File: src/rtl/lpw_pkg.sv
// Shared types for the low-power wake-up detector.
package lpw_pkg;

    typedef enum logic [2:0] {
        MODE_NORMAL  = 3'd0,
        MODE_RXONLY  = 3'd1,
        MODE_STANDBY = 3'd2,
        MODE_GOSLEEP = 3'd3,
        MODE_SLEEP   = 3'd4
    } op_mode_e;

    typedef enum logic [2:0] {
        RS_IDLE = 3'd0,
        RS_DOM1 = 3'd1,
        RS_REC1 = 3'd2,
        RS_DOM2 = 3'd3,
        RS_REC2 = 3'd4
    } rem_state_e;

    // True for the modes in which wake-up detection runs.
    function automatic logic is_low_power(input logic [2:0] m);
        return (m == MODE_STANDBY) || (m == MODE_GOSLEEP) || (m == MODE_SLEEP);
    endfunction

endpackage

File: src/rtl/lpw_remote_filter.sv
// Remote wake-up pattern filter.
// Measures each dominant/recessive phase of the low-power receiver output
// in ticks. It needs dominant >= DOM_TICKS, recessive >= REC_TICKS,
// dominant >= DOM_TICKS, recessive >= REC_TICKS. Any phase that is too
// short returns the pattern to idle.
// Assumes bus_dom is already synchronous to clk. Held idle while disabled.
module lpw_remote_filter
    import lpw_pkg::*;
#(
    parameter int CNT_W     = 8,
    parameter int DOM_TICKS = 10,
    parameter int REC_TICKS = 10
) (
    input  logic clk,
    input  logic rst_n,
    input  logic tick,
    input  logic enable,
    input  logic bus_dom,
    output logic hit
);
    localparam logic [CNT_W-1:0] CNT_MAX = {CNT_W{1'b1}};
    localparam logic [CNT_W-1:0] DOM_LIM = CNT_W'(DOM_TICKS);
    localparam logic [CNT_W-1:0] REC_LIM = CNT_W'(REC_TICKS);

    logic             lvl_q;
    logic [CNT_W-1:0] cnt_q;
    rem_state_e       st_q, st_d;
    logic             chg;

    assign chg = (bus_dom != lvl_q);
    assign hit = enable && (st_q == RS_REC2) && (cnt_q >= REC_LIM);

    // Phase length counter: restarts on every level change, saturates.
    always_ff @(posedge clk) begin
        if (!rst_n) begin
            lvl_q <= 1'b0;
            cnt_q <= '0;
        end else begin
            lvl_q <= bus_dom;
            if (chg)
                cnt_q <= '0;
            else if (tick && cnt_q != CNT_MAX)
                cnt_q <= cnt_q + 1'b1;
        end
    end

    // Next pattern state: a phase is judged at the edge that ends it.
    always_comb begin
        st_d = st_q;
        if (!enable) begin
            st_d = RS_IDLE;
        end else begin
            case (st_q)
                RS_IDLE: if (chg && bus_dom) st_d = RS_DOM1;
                RS_DOM1: if (chg) st_d = (cnt_q >= DOM_LIM) ? RS_REC1 : RS_IDLE;
                RS_REC1: if (chg) st_d = (cnt_q >= REC_LIM) ? RS_DOM2 : RS_IDLE;
                RS_DOM2: if (chg) st_d = (cnt_q >= DOM_LIM) ? RS_REC2 : RS_IDLE;
                RS_REC2: if (hit || chg) st_d = RS_IDLE;
                default: st_d = RS_IDLE;
            endcase
        end
    end

    // Pattern state register.
    always_ff @(posedge clk) begin
        if (!rst_n) st_q <= RS_IDLE;
        else        st_q <= st_d;
    end

endmodule

File: src/rtl/lpw_pin_debounce.sv
// WAKE pin debouncer.
// A level is accepted once it has been steady for DEB_TICKS ticks. The
// accepted level drives the bias direction. A change of the accepted level
// gives a one-cycle event; the first level accepted after reset gives none.
// Assumes pin is already synchronous to clk.
module lpw_pin_debounce #(
    parameter int CNT_W     = 8,
    parameter int DEB_TICKS = 100
) (
    input  logic clk,
    input  logic rst_n,
    input  logic tick,
    input  logic pin,
    output logic stable_lvl,
    output logic edge_evt
);
    localparam logic [CNT_W-1:0] CNT_MAX = {CNT_W{1'b1}};
    localparam logic [CNT_W-1:0] DEB_LIM = CNT_W'(DEB_TICKS);

    logic             lvl_q;
    logic [CNT_W-1:0] cnt_q;
    logic             stable_q;
    logic             primed_q;
    logic             accept;

    assign accept     = (cnt_q >= DEB_LIM) && ((lvl_q != stable_q) || !primed_q);
    assign edge_evt   = accept && primed_q;
    assign stable_lvl = stable_q;

    // Steadiness counter: restarts whenever the sampled pin level changes.
    always_ff @(posedge clk) begin
        if (!rst_n) begin
            lvl_q <= 1'b0;
            cnt_q <= '0;
        end else begin
            lvl_q <= pin;
            if (pin != lvl_q)
                cnt_q <= '0;
            else if (tick && cnt_q != CNT_MAX)
                cnt_q <= cnt_q + 1'b1;
        end
    end

    // Accepted level; starts as pull-down until the first level is accepted.
    always_ff @(posedge clk) begin
        if (!rst_n) begin
            stable_q <= 1'b0;
            primed_q <= 1'b0;
        end else if (accept) begin
            stable_q <= lvl_q;
            primed_q <= 1'b1;
        end
    end

endmodule

File: src/rtl/lpw_flag_ctrl.sv
// Wake-up and local-wake-up flags.
// Sets the flags from detector events in low-power modes and applies the
// clear conditions; a clear wins over a set in the same cycle.
// Assumes mode and pwrup_flag are synchronous to clk.
module lpw_flag_ctrl
    import lpw_pkg::*;
(
    input  logic       clk,
    input  logic       rst_n,
    input  logic [2:0] mode,
    input  logic       pwrup_flag,
    input  logic       uv_hold,
    input  logic       remote_hit,
    input  logic       local_evt,
    output logic       wake_flag,
    output logic       local_flag
);
    logic [2:0] mode_q;
    logic       pwr_q;
    logic       lp;
    logic       pwr_rise, enter_norm, leave_norm;

    assign lp         = is_low_power(mode);
    assign pwr_rise   = pwrup_flag && !pwr_q;
    assign enter_norm = (mode == MODE_NORMAL) && (mode_q != MODE_NORMAL);
    assign leave_norm = (mode != MODE_NORMAL) && (mode_q == MODE_NORMAL);

    // Previous-cycle history for edge detection; follows inputs even in reset.
    always_ff @(posedge clk) begin
        mode_q <= mode;
        pwr_q  <= pwrup_flag;
    end

    // Wake-up flag: cleared by power-up, undervoltage or normal-mode entry.
    always_ff @(posedge clk) begin
        if (!rst_n)
            wake_flag <= 1'b0;
        else if (pwr_rise || uv_hold || enter_norm)
            wake_flag <= 1'b0;
        else if (lp && (remote_hit || local_evt))
            wake_flag <= 1'b1;
    end

    // Local-wake-up flag: only while power-up is clear.
    always_ff @(posedge clk) begin
        if (!rst_n)
            local_flag <= 1'b0;
        else if (pwr_rise || leave_norm)
            local_flag <= 1'b0;
        else if (lp && local_evt && !pwrup_flag)
            local_flag <= 1'b1;
    end

endmodule

File: src/rtl/lpw_wake_detector.sv
// Low-power wake-up detector top.
// Combines the remote pattern filter, the WAKE pin debouncer and the flag
// control. All durations are in ticks of the tick input.
// Assumes all inputs are synchronous to clk.
module lpw_wake_detector
    import lpw_pkg::*;
#(
    parameter int CNT_W     = 8,
    parameter int DOM_TICKS = 10,
    parameter int REC_TICKS = 10,
    parameter int DEB_TICKS = 100
) (
    input  logic       clk,
    input  logic       rst_n,
    input  logic       tick,
    input  logic       bus_dom,
    input  logic       wake_pin,
    input  logic [2:0] mode,
    input  logic       pwrup_flag,
    input  logic       uv_hold,
    output logic       wake_flag,
    output logic       local_flag,
    output logic       pull_up
);
    logic remote_hit;
    logic local_evt;
    logic det_en;

    assign det_en = is_low_power(mode);

    lpw_remote_filter #(
        .CNT_W(CNT_W), .DOM_TICKS(DOM_TICKS), .REC_TICKS(REC_TICKS)
    ) u_remote (
        .clk(clk), .rst_n(rst_n), .tick(tick), .enable(det_en),
        .bus_dom(bus_dom), .hit(remote_hit)
    );

    lpw_pin_debounce #(
        .CNT_W(CNT_W), .DEB_TICKS(DEB_TICKS)
    ) u_debounce (
        .clk(clk), .rst_n(rst_n), .tick(tick), .pin(wake_pin),
        .stable_lvl(pull_up), .edge_evt(local_evt)
    );

    lpw_flag_ctrl u_flags (
        .clk(clk), .rst_n(rst_n), .mode(mode), .pwrup_flag(pwrup_flag),
        .uv_hold(uv_hold), .remote_hit(remote_hit), .local_evt(local_evt),
        .wake_flag(wake_flag), .local_flag(local_flag)
    );

endmodule

File: config.mk
export PLATFORM = sky130hd
export DESIGN_NAME = lpw_wake_detector
export DESIGN_NICKNAME = d
export VERILOG_FILES = /design/src/rtl/lpw_pkg.sv /design/src/rtl/lpw_remote_filter.sv /design/src/rtl/lpw_pin_debounce.sv /design/src/rtl/lpw_flag_ctrl.sv /design/src/rtl/lpw_wake_detector.sv
export SDC_FILE = /design/constraint.sdc
export NUM_CORES = 1
export LEC_CHECK = 0
export BUFFER_PORTS_ARGS = -buffer_cell sky130_fd_sc_hd__buf_2
export CORE_ASPECT_RATIO = 1.1
export CORE_MARGIN = 2
export CORE_UTILIZATION = 35
export DETAILED_ROUTE_END_ITERATION = 12
export GPL_TIMING_DRIVEN = 0
export SYNTH_ARGS = -nofsm -noshare
export SYNTH_HDL_FRONTEND = slang
export SYNTH_SLANG_ARGS = --single-unit
File: constraint.sdc
create_clock -name clk -period 3.5 [get_ports clk]
set_clock_uncertainty 0.1 [all_clocks]
set_input_delay 0.875 -clock clk [delete_from_list [all_inputs] [get_ports clk]]
set_output_delay 0.875 -clock clk [all_outputs]
set_load 0.005 [all_outputs]
==> flow_summary.toml <==
[outcome]
status = "completed"

[placed_design]
place_congestion = 0.765
port_buffers = 11
hpwl_um = 1880

[grt]
grtUsageMet2_pct = 20.7
busiest_layer = "met2"
overflow = 0
first_global_vias = 1034
grt_antenna_before_repair = 0
grt_util_met3_pct = 4.38
use_met1_pct = 14.3
grt_max_degree = 11
grtUsageTotal_pct = 12.3
grt_pass1_wl_um = 4390

[synth]
async_reset_ff_share_pct = 0
syn_inst = 147
yosysWarnings = 0
synthDistinctLibCells = 41
synth_edf_count = 0
syn_nets = 162
yosys_register_bits = 29
ys_seq_area_share_pct = 42.2
synth.cell_area_um2 = 1380
synth_ff_type = "dfxtp_1"
synth_area_per_cell_um2 = 9.36

[worst_hold_path]
hold_start = "u_debounce.primed_q"
hold_class = "register to register"
hold_path_end = "u_debounce.primed_q"
worstHoldPathCells = 2

[power]
p_int_w = 0.000492
p_sw_w = 0.000146
p_per_area_nw_per_um2 = 404
p_clk_share_pct = 39.8
pwr-share-seq_pct = 53.6
swShare_pct = 22.8
power_leakage_nw = 0.575
comb_power_share_pct = 6.6
ir_drop_mv = 0.146

[timing]
setup_viol = 0
worst_pin_slew_ns = 0.432
hold_violations = 0
min_period_ns = 1.85
slew_headroom_pct = 70.4
min_period_over_period_pct = 53.0
fin_tns_setup_ns = 0
maxSlewViolCount = 0
rsz0062_at_grt = "no"
max_freq_mhz = 540

[floorplanning]
die_area_um2 = 4450
fp.dieW_um = 63.8
io_pins = 13
die_y_um = 69.8
initial_core_util_pct = 37.1
core_area_um2 = 3710
core.rowCount = 23

[routing]
num_vias = 1130
postRouteAntennaNets = 0
first_pass_iters = 4
drt_wl_total_um = 2490
wire_per_inst_um = 11.5
viasPerCell = 5.23
drtIter0Drc = 27
drc = 0

[clock_network]
cts_tree = "done"
cts_inserted_buffers = 5
cts_resized = 0
hold_buffers = 0
root_buffer = "clkbuf_8"
cts.sinks = 29
clk_latency_ns = 0.27
post_cts.repair.setup_buffers = 0
clockBufferDepth = 2
htree_num_levels = 2
cts.reportedPaths.clkPinSlew_ns = 0.06

[layout]
drive_above_1_share_pct = 16.3
multi_input_area_um2 = 756
area_growth_pct = 14.5
antennaDiodeCount = 0
fillers = 391
final_core_util_pct = 42.5
ff_latch_area_um2 = 581
nets = 180

[critical_path]
critPathSlowestCell = "ha_1"
critical_path.startpoint = "bus_dom"
path_class = "input pin to register"
cp-end-kind = "register"
critical_path.max_stage_delay_ns = 0.36
reg2reg_from = "u_remote.cnt_q[0]"
crit_chain = "buf_2, ha_1, nor2_1, o21ai_0, a211oi_1, o21ba_2"
arrival_ns = 1.97
critPathMaxFanout = 6
r2r_cells = 6
path_delay_family = "compound AO/OA/AOI/OAI gates"
worst_setup_path_start_kind = "input pin"
r2r_slack_ns = 1.82
r2r-end = "u_flags.wake_flag"
worst-path-buf-inv = 1
required_ns = 3.62

[run]
cap_viol_max_count = 0
-- worst max path at each step --
stage / to / slack, ns / depth (start not counted)
final: u_remote.st_q[0] / 1.65 / 6
after global routing: u_remote.st_q[0] / 1.57 / 6
after CTS: u_remote.st_q[0] / 1.65 / 6
after detailed placement: u_remote.st_q[0] / 1.36 / 6
after global placement: u_remote.st_q[0] / 1.41 / 6
after floorplan: u_remote.st_q[1] / 1.57 / 5
-- cell usage in the layout (no fill, tap or decap), drive strengths merged, types with 3 or more instances in the layout --
| cell | synthesis | routed |
|---|---|---|
| dfxtp | 29 | 29 |
| nor2 | 17 | 17 |
| buf | 2 | 13 |
| nand2 | 9 | 9 |
| inv | 8 | 8 |
| xnor2 | 7 | 7 |
| nor3 | 7 | 7 |
| clkbuf | 0 | 6 |
| a21oi | 5 | 5 |
| ha | 5 | 5 |
| a211oi | 4 | 4 |
| xor2 | 4 | 4 |
| nor4 | 3 | 3 |
| o31ai | 3 | 3 |
| mux2i | 3 | 3 |
| and2 | 3 | 3 |
| and3 | 3 | 3 |
| nand4 | 3 | 3 |
-- routing by layer --
layer	vias to the layer above	share of wire, %
li1	576	-
met1	533	49
met2	17	46
met3	4	3.9
met4	0	1.3
met5	-	0
-- stage by stage --
step / cells / total power, W / hold WS [ns] / area (µm²) / worst slack (ns)
2_1_floorplan: 147 / 0.000376 / 0.335 / 1380 / 1.57
3_3_place_gp: 208 / 0.000388 / 0.345 / 1490 / 1.41
3_5_place_dp: 208 / 0.000391 / 0.356 / 1490 / 1.36
4_1_cts: 216 / 0.000651 / 0.365 / 1580 / 1.65
5_1_grt: 216 / 0.000671 / 0.389 / 1580 / 1.57
6_report: 216 / 0.000638 / 0.361 / 1580 / 1.65
-- power groups by stage --
stage                     clock network [W]  registers [W]  logic (W)
after floorplan                           0       0.000348  0.0000278
after global placement                    0       0.000349  0.0000398
after detailed placement                  0       0.000349  0.0000422
after CTS                          0.000267       0.000342  0.0000425
after global routing               0.000280       0.000343  0.0000480
final                              0.000254       0.000342  0.0000418
-- worst min-delay path, delay by kind of cell (launching register included) --
family | cells | cell delay (ns)
buffers and inverters | 1 | 0.04
AO/OA/AOI/OAI | 1 | 0.06
flip-flops | 1 | 0.31
-- synth_stat cells (all sizes together) (3+ instances only) --
cell type,n,share of area (%)
mux2i,3,2.2
xnor2,7,4.5
nor4,3,1.4
and2,3,1.4
dfxtp,29,42
nor2,17,4.6
nand2,9,2.5
xor2,4,2.5
a211oi,4,2.2
nand4,3,1.4
o31ai,3,1.6
a21oi,5,1.8
and3,3,1.4
nor3,7,2.5
inv,8,2.2
ha,5,4.5
-- area by class of cell --
cell class / instances / area share [%]
Inverter: 8 / 1.90
Multi-Input combinational cell: 108 / 47.9
Sequential cell: 29 / 36.8
Tap cell: 50 / 3.97
Buffer: 2 / 0.635
Clock buffer: 6 / 4.60
Clock inverter: 2 / 0.635
Timing Repair Buffer: 11 / 3.49
-- logic make-up (layout without fill, tap and decap cells) --
| group | Yosys count | in the layout | synth area share (%) |
|---|---|---|---|
| AO/OA/AOI/OAI | 32 | 32 | 19.1 |
| XOR/XNOR | 11 | 11 | 7.00 |
| adder cells (fa/ha/maj) | 5 | 5 | 4.55 |
| buffers and inverters | 10 | 29 | 2.91 |
| flip-flops | 29 | 29 | 42.2 |
| multiplexers | 4 | 4 | 3.00 |
| AND/OR/NAND/NOR | 56 | 56 | 21.3 |
-- state kept, by name, summed over array words and instances, names as in the netlist --
register,flops
u_debounce.cnt_q,8
u_flags.pwr_q,1
u_debounce.stable_lvl,1
u_remote.lvl_q,1
u_debounce.primed_q,1
u_flags.wake_flag,1
u_flags.mode_q,3
u_debounce.lvl_q,1
u_remote.st_q,3
u_remote.cnt_q,8
u_flags.local_flag,1
Power figures use the tool's default switching activity.
